File: config.mk
export PLATFORM = sky130hd
export DESIGN_NAME = smc_bus_ctrl
export DESIGN_NICKNAME = d
export VERILOG_FILES = /design/src/rtl/smc_pkg.sv /design/src/rtl/smc_region_dec.sv /design/src/rtl/smc_wait_sync.sv /design/src/rtl/smc_bus_ctrl.sv
export SDC_FILE = /design/constraint.sdc
export NUM_CORES = 1
export LEC_CHECK = 0
export BUFFER_PORTS_ARGS = -buffer_cell sky130_fd_sc_hd__buf_2
export CORE_MARGIN = 4
export CORE_UTILIZATION = 45
export DETAILED_ROUTE_END_ITERATION = 16
export PLACE_DENSITY = 0.74
export SYNTH_ARGS = -nofsm -noshare
export SYNTH_HDL_FRONTEND = slang
export SYNTH_SLANG_ARGS = --single-unit
File: constraint.sdc
create_clock -name clk -period 4.5 [get_ports clk]
set_input_delay 0.225 -clock clk [delete_from_list [all_inputs] [get_ports clk]]
set_output_delay 0.225 -clock clk [all_outputs]
set_load 0.01 [all_outputs]
File: src/rtl/smc_pkg.sv
package smc_pkg;
    localparam int BUS_W  = 16;
    localparam int BYTE_W = 8;
    localparam int WAIT_W = 4;

    typedef enum logic [1:0] {
        PH_IDLE   = 2'd0,
        PH_SETUP  = 2'd1,
        PH_STROBE = 2'd2,
        PH_HOLD   = 2'd3
    } phase_e;
endpackage

File: src/rtl/smc_region_dec.sv
module smc_region_dec
    import smc_pkg::*;
#(
    parameter int ADDR_W = 26,
    parameter int NUM_CS = 6,
    parameter int SEL_W  = $clog2(NUM_CS)
) (
    input  logic [ADDR_W-1:0]        addr,
    input  logic [NUM_CS*WAIT_W-1:0] cfg_wait,
    input  logic [NUM_CS-1:0]        cfg_wide,
    input  logic [NUM_CS-1:0]        cfg_bstrobe,
    output logic                     hit,
    output logic [SEL_W-1:0]         idx,
    output logic [WAIT_W-1:0]        wait_cnt,
    output logic                     wide,
    output logic                     bstrobe
);
    logic [SEL_W-1:0]  sel;
    logic [NUM_CS-1:0] match;

    assign sel = addr[ADDR_W-1 -: SEL_W];

    for (genvar g = 0; g < NUM_CS; g++) begin : g_match
        assign match[g] = (sel == SEL_W'(g));
    end

    always_comb begin
        hit      = |match;
        idx      = '0;
        wait_cnt = '0;
        wide     = 1'b0;
        bstrobe  = 1'b0;
        for (int k = 0; k < NUM_CS; k++) begin
            if (match[k]) begin
                idx      = SEL_W'(k);
                wait_cnt = cfg_wait[k*WAIT_W +: WAIT_W];
                wide     = cfg_wide[k];
                bstrobe  = cfg_bstrobe[k];
            end
        end
    end
endmodule

File: src/rtl/smc_wait_sync.sv
module smc_wait_sync (
    input  logic clk,
    input  logic rst_n,
    input  logic wait_n_raw,
    output logic wait_ok
);
    typedef struct packed {
        logic s1;
        logic s2;
    } sync_t;

    sync_t sy_d, sy_q;

    always_comb begin
        sy_d.s1 = wait_n_raw;
        sy_d.s2 = sy_q.s1;
    end

    always_ff @(posedge clk or negedge rst_n) begin
        if (!rst_n) sy_q <= '{s1: 1'b1, s2: 1'b1};
        else        sy_q <= sy_d;
    end

    assign wait_ok = sy_q.s2;
endmodule

File: src/rtl/smc_bus_ctrl.sv
module smc_bus_ctrl
    import smc_pkg::*;
#(
    parameter int ADDR_W = 26,
    parameter int NUM_CS = 6
) (
    input  logic                     clk,
    input  logic                     rst_n,
    input  logic [NUM_CS*WAIT_W-1:0] cfg_wait,
    input  logic [NUM_CS-1:0]        cfg_wide,
    input  logic [NUM_CS-1:0]        cfg_bstrobe,
    input  logic                     req_valid,
    output logic                     req_ready,
    input  logic                     req_write,
    input  logic [ADDR_W-1:0]        req_addr,
    input  logic [1:0]               req_be,
    input  logic [BUS_W-1:0]         req_wdata,
    output logic                     rsp_valid,
    output logic [BUS_W-1:0]         rsp_rdata,
    output logic [NUM_CS-1:0]        mem_ce_n,
    output logic [ADDR_W-1:1]        mem_addr,
    output logic                     mem_a0_bsl,
    output logic                     mem_rd_n,
    output logic                     mem_wrl_n,
    output logic                     mem_wrh_bsh_n,
    output logic [BUS_W-1:0]         mem_dq_o,
    output logic                     mem_dq_oe,
    input  logic [BUS_W-1:0]         mem_dq_i,
    input  logic                     mem_wait_n
);
    localparam int SEL_W = $clog2(NUM_CS);

    typedef struct packed {
        phase_e              ph;
        logic [SEL_W-1:0]    rgn;
        logic                wr;
        logic [ADDR_W-1:1]   adr;
        logic [1:0]          be;
        logic [BUS_W-1:0]    wdat;
        logic                wide;
        logic                bsm;
        logic [WAIT_W-1:0]   wt;
        logic                lane;
        logic                more;
        logic [WAIT_W-1:0]   cnt;
        logic [BUS_W-1:0]    rdat;
        logic                rsp;
        logic [NUM_CS-1:0]   ce_n;
        logic                a0;
        logic                rd_n;
        logic                wrl_n;
        logic                wrh_n;
        logic                oe;
        logic [BUS_W-1:0]    dq;
    } ctl_t;

    ctl_t cq, cd;

    logic              dec_hit, dec_wide, dec_bs, wait_ok;
    logic [SEL_W-1:0]  dec_idx;
    logic [WAIT_W-1:0] dec_wait;
    logic              act, stb;

    smc_region_dec #(.ADDR_W(ADDR_W), .NUM_CS(NUM_CS), .SEL_W(SEL_W)) u_dec (
        .addr        (req_addr),
        .cfg_wait    (cfg_wait),
        .cfg_wide    (cfg_wide),
        .cfg_bstrobe (cfg_bstrobe),
        .hit         (dec_hit),
        .idx         (dec_idx),
        .wait_cnt    (dec_wait),
        .wide        (dec_wide),
        .bstrobe     (dec_bs)
    );

    smc_wait_sync u_wsync (
        .clk        (clk),
        .rst_n      (rst_n),
        .wait_n_raw (mem_wait_n),
        .wait_ok    (wait_ok)
    );

    always_comb begin
        cd     = cq;
        cd.rsp = 1'b0;
        case (cq.ph)
            PH_IDLE: begin
                if (req_valid) begin
                    if (!dec_hit || req_be == 2'b00) begin
                        cd.rsp  = 1'b1;
                        cd.rdat = '0;
                    end else begin
                        cd.ph   = PH_SETUP;
                        cd.rgn  = dec_idx;
                        cd.wr   = req_write;
                        cd.adr  = req_addr[ADDR_W-1:1];
                        cd.be   = req_be;
                        cd.wdat = req_wdata;
                        cd.wide = dec_wide;
                        cd.bsm  = dec_bs & dec_wide;
                        cd.wt   = dec_wait;
                        cd.lane = !dec_wide && !req_be[0];
                        cd.more = !dec_wide && (&req_be);
                        cd.rdat = '0;
                    end
                end
            end
            PH_SETUP: begin
                cd.ph  = PH_STROBE;
                cd.cnt = cq.wt;
            end
            PH_STROBE: begin
                if (cq.cnt != '0) begin
                    cd.cnt = cq.cnt - 1'b1;
                end else if (wait_ok) begin
                    cd.ph = PH_HOLD;
                    if (!cq.wr) begin
                        if (cq.wide) begin
                            if (cq.be[0]) cd.rdat[BYTE_W-1:0]     = mem_dq_i[BYTE_W-1:0];
                            if (cq.be[1]) cd.rdat[BUS_W-1:BYTE_W] = mem_dq_i[BUS_W-1:BYTE_W];
                        end else if (cq.lane) begin
                            cd.rdat[BUS_W-1:BYTE_W] = mem_dq_i[BYTE_W-1:0];
                        end else begin
                            cd.rdat[BYTE_W-1:0]     = mem_dq_i[BYTE_W-1:0];
                        end
                    end
                end
            end
            PH_HOLD: begin
                if (cq.more) begin
                    cd.more = 1'b0;
                    cd.lane = 1'b1;
                    cd.ph   = PH_SETUP;
                end else begin
                    cd.ph  = PH_IDLE;
                    cd.rsp = 1'b1;
                end
            end
            default: cd.ph = PH_IDLE;
        endcase

        // pins are registered copies of the next phase
        act = (cd.ph != PH_IDLE);
        stb = (cd.ph == PH_STROBE);
        for (int k = 0; k < NUM_CS; k++) begin
            cd.ce_n[k] = !(act && (int'(cd.rgn) == k));
        end
        cd.a0    = cd.bsm ? !(act && cd.be[0]) : (!cd.wide && cd.lane);
        cd.rd_n  = !(stb && !cd.wr);
        cd.wrl_n = !(stb && cd.wr && (cd.bsm || !cd.wide || cd.be[0]));
        cd.wrh_n = cd.bsm ? !(act && cd.be[1])
                          : !(stb && cd.wr && cd.wide && cd.be[1]);
        cd.oe    = act && cd.wr;
        cd.dq    = cd.wide ? cd.wdat
                           : {{BYTE_W{1'b0}}, (cd.lane ? cd.wdat[BUS_W-1:BYTE_W]
                                                       : cd.wdat[BYTE_W-1:0])};
    end

    always_ff @(posedge clk or negedge rst_n) begin
        if (!rst_n) begin
            cq       <= '0;
            cq.ph    <= PH_IDLE;
            cq.ce_n  <= '1;
            cq.a0    <= 1'b1;
            cq.rd_n  <= 1'b1;
            cq.wrl_n <= 1'b1;
            cq.wrh_n <= 1'b1;
        end else begin
            cq <= cd;
        end
    end

    assign req_ready     = (cq.ph == PH_IDLE);
    assign rsp_valid     = cq.rsp;
    assign rsp_rdata     = cq.rdat;
    assign mem_ce_n      = cq.ce_n;
    assign mem_addr      = cq.adr;
    assign mem_a0_bsl    = cq.a0;
    assign mem_rd_n      = cq.rd_n;
    assign mem_wrl_n     = cq.wrl_n;
    assign mem_wrh_bsh_n = cq.wrh_n;
    assign mem_dq_o      = cq.dq;
    assign mem_dq_oe     = cq.oe;

    // never two chip enables at once
    a_r1_one_ce: assert property (@(posedge clk) disable iff (!rst_n)
        $onehot0(~mem_ce_n));

    // a strobe only ever appears under a chip enable
    a_r2_strobe_under_ce: assert property (@(posedge clk) disable iff (!rst_n)
        (!mem_rd_n || !mem_wrl_n) |-> !(&mem_ce_n));

    // chip enable and address settled one clock before the strobe falls
    a_r3_setup_rd: assert property (@(posedge clk) disable iff (!rst_n)
        $fell(mem_rd_n) |-> ($past(mem_ce_n) == mem_ce_n && $stable(mem_addr)));

    a_r3_setup_wr: assert property (@(posedge clk) disable iff (!rst_n)
        $fell(mem_wrl_n) |-> ($past(mem_ce_n) == mem_ce_n && $stable(mem_addr)));

    // chip enable still low in the clock after the strobe rises
    a_r3_hold: assert property (@(posedge clk) disable iff (!rst_n)
        ($rose(mem_rd_n) || $rose(mem_wrl_n)) |-> !(&mem_ce_n));

    // a strobe only ends once the synchronised wait has released
    a_r5_wait_release: assert property (@(posedge clk) disable iff (!rst_n)
        ($rose(mem_rd_n) || $rose(mem_wrl_n)) |-> $past(wait_ok));

    // never drive the data bus while the read strobe is low
    a_r10_no_drive_on_read: assert property (@(posedge clk) disable iff (!rst_n)
        !mem_rd_n |-> !mem_dq_oe);

    // a response is only given while the controller is idle
    a_r11_rsp_idle: assert property (@(posedge clk) disable iff (!rst_n)
        rsp_valid |-> (&mem_ce_n));
endmodule

==> impl_metrics.ini <==
[setup_path]
worstPathRequired_ns = 4.73
cp_slowest_cell = and2b_2
arrival_ns = 3.36
critical_path_class = flip-flop to flip-flop
path_max_fanout = 47
cp-start-kind = flip-flop
max_stage_delay_ns = 0.88
worstPathCellList = inv_1, ha_1, nand2_1, and2b_2, o211ai_2, a22oi_4, mux2_2
cp-end-kind = flip-flop

[die]
num_rows = 39
die-area_um2 = 13600
coreArea_um2 = 11500
die_w_um = 117
pin_count = 171
die_h_um = 117
start_util_pct = 46.2

[route]
routedWlPerCell_um = 15.0
drt_wl_total_um = 11600
ant_nets = 0
drc = 0
drtIter0Drc = 232
vias = 3793
drtPass1Iterations = 4
viasPerCell = 4.90

[final_layout]
area_growth_pct = 15.0
final_common_cell = buf_2
final_net_count = 732
final_cell_mix = buf_2 (168), nand2_1 (122), dfrtp_1 (95), mux2i_1 (36)
final_area_um2 = 6110
fill_cells = 1038
drive_gt1_share_pct = 36.9
regArea_um2 = 2690
multi_input_area_um2 = 1930
fin_util_pct = 53.1
diodes = 0

[run]
maxCapViolations = 0

[yosys]
ys_ff_latch = 107
synth_flop_cell = dfrtp_1
synth_largest_area_cell = dfrtp_1
synthCells = 526
synthDistinctLibCells = 50
yosys_warnings = 0
async_reset_ff_share_pct = 100
synth-edff-count = 0
seq_area_frac_synth_pct = 50.6
yosys-top-cells-area = dfrtp_1 (45%), buf_4 (9.2%), nand2_1 (8.6%)
synth_top_area_share_pct = 44.7
avgSynthCellArea_um2 = 10.1
synth_nets = 632
synth_area_um2 = 5320

[timing]
slew_headroom_pct = 35.8
finalSetupViolCount = 0
rsz0062_at_grt = false
tightest_slew_ns = 0.962
period_needed_ns = 3.13
tns_ns = 0
hold_violations = 0
skew_ns = 0.00855
layout_setup_ws_ns = 1.37
maxSlewViolCount = 0
fin_crit_sh_pct = 69.7
worst_hold_slack_ns = 0.0199
max_freq_mhz = 319

[min_path]
worstHoldPathType = input pin to asynchronous set/reset pin

[global_routing]
grt_pass1_wl_um = 18600
grt_overflow = 0
antenna_found_initial = 0
grt_pass1_vias = 3862
globalRouteTotalUtil_pct = 17.5
grt_start_max_net_pins = 78

[run_status]
status = finished, final reports clean

[power]
leakage_uw = 0.00322
vdd_drop_max_v = 0.000366
cellPowerDensity_nw_per_um2 = 654

[clock_network]
clockRootBuffer = clkbuf_16
worstSkewPairLatency_ns = 0.35
cts.sinks = 107
cts_tree = yes
ctsLongestPathBuffers = 2
htreeDepth = 3
cts_made_buffers = 9
postCtsSetupRepairBufs = 0
path_clk_slew_ns = 0.07

[placement]
io_buffer_count = 169
gp_congestion = 0.814
post-place-ws_ns = 1.37
placed_cell_area_um2 = 5780
dp_hpwl_um = 8590
## metrics by stage
stage | total power [uW] | instances
2_1_floorplan | 2940 | 526
3_3_place_gp | 3110 | 757
3_5_place_dp | 3190 | 757
4_1_cts | 4060 | 774
5_1_grt | 4330 | 774
6_report | 4000 | 774
## layout make-up
class | count | share of cell area, %
sequential | 107 | 44.0
clock buffer | 9 | 3.68
inverter | 32 | 1.96
multi-input combinational | 304 | 31.5
clock inverter | 7 | 1.62
timing repair buffer | 172 | 14.3
tap | 143 | 2.93
## worst paths after layout
check,start,cells past startpoint,to,slack [ns]
hold / removal,rst_n,1,rsp_rdata[13],0.02
setup reg to reg,cq[103],7,mem_dq_o[2],1.37
min in group clk,req_addr[6],3,mem_addr[6],0.06
hold reg to reg,u_wsync.sy_d[0],0,u_wsync.wait_ok,0.36
setup / recovery,cq[103],7,mem_dq_o[2],1.37
max in group asynchronous,rst_n,2,mem_a0_bsl,3.46
## layer usage
layer	track usage (%)	wire length, um	share of wire [%]
met1	21.5	4780	41
met4	4.13	110	0.95
met3	5.75	875	7.5
met5	0	0	0
met2	30.1	5870	50
## registers in the layout (all words and copies together), names as in the netlist
| signal | flops |
|---|---|
| u_wsync.wait_ok | 1 |
| mem_addr | 25 |
| cq | 36 |
| mem_rd_n | 1 |
| mem_wrl_n | 1 |
| mem_wrh_bsh_n | 1 |
| mem_a0_bsl | 1 |
| mem_dq_oe | 1 |
| mem_ce_n | 6 |
| rsp_valid | 1 |
| rsp_rdata | 16 |
| mem_dq_o | 16 |
| u_wsync.sy_d | 1 |
## kinds of logic (layout without fill, tap and decap cells)
logic type,after synthesis,in the layout,synth area share [%]
muxes,59,59,11.9
DFF,107,107,50.6
buffers and inverters,115,220,13.3
and+or+nand+nor,187,187,15.5
AOI/OAI and AO/OA,51,51,7.17
xor gates and xnor gates,2,2,0.329
adders and majority gates,5,5,1.18
## power by group
part / leakage, uW / switching, uW / internal [uW] / total, uW
clock: 0.000156 / 355 / 492 / 847
sequential: 0.00132 / 212 / 1410 / 1620
combinational: 0.00174 / 883 / 651 / 1530
## cells in the mapped netlist, drive strengths merged (2+ instances only)
| cell type | n |
|---|---|
| nor3 | 2 |
| a211oi | 2 |
| inv | 32 |
| nor4b | 2 |
| xnor2 | 2 |
| nor2b | 11 |
| nand2b | 5 |
| nand3 | 4 |
| mux2 | 22 |
| a22o | 2 |
| a21oi | 10 |
| ha | 5 |
| clkbuf | 4 |
| a22oi | 4 |
| o211ai | 4 |
| buf | 79 |
| nor2 | 32 |
| nand2 | 122 |
| o21ai | 15 |
| dfstp | 12 |
| dfrtp | 95 |
| mux2i | 36 |
| a221oi | 4 |
## critical path: cells and delay by family, from the launching register on
kind / cells / cell delay (ns)
buf+inv: 1 / 0.12
mux: 1 / 0.38
flops: 1 / 0.42
fa+ha+maj: 1 / 0.41
compound gates: 2 / 0.65
simple gates: 2 / 1.02
## repair_timing
action | 4_1_cts | 5_1_grt
hold endpoints to repair | 1 | 0
hold buffers | 1 | 0
resized for setup | 0 | 0
Power figures use the tool's default switching activity.
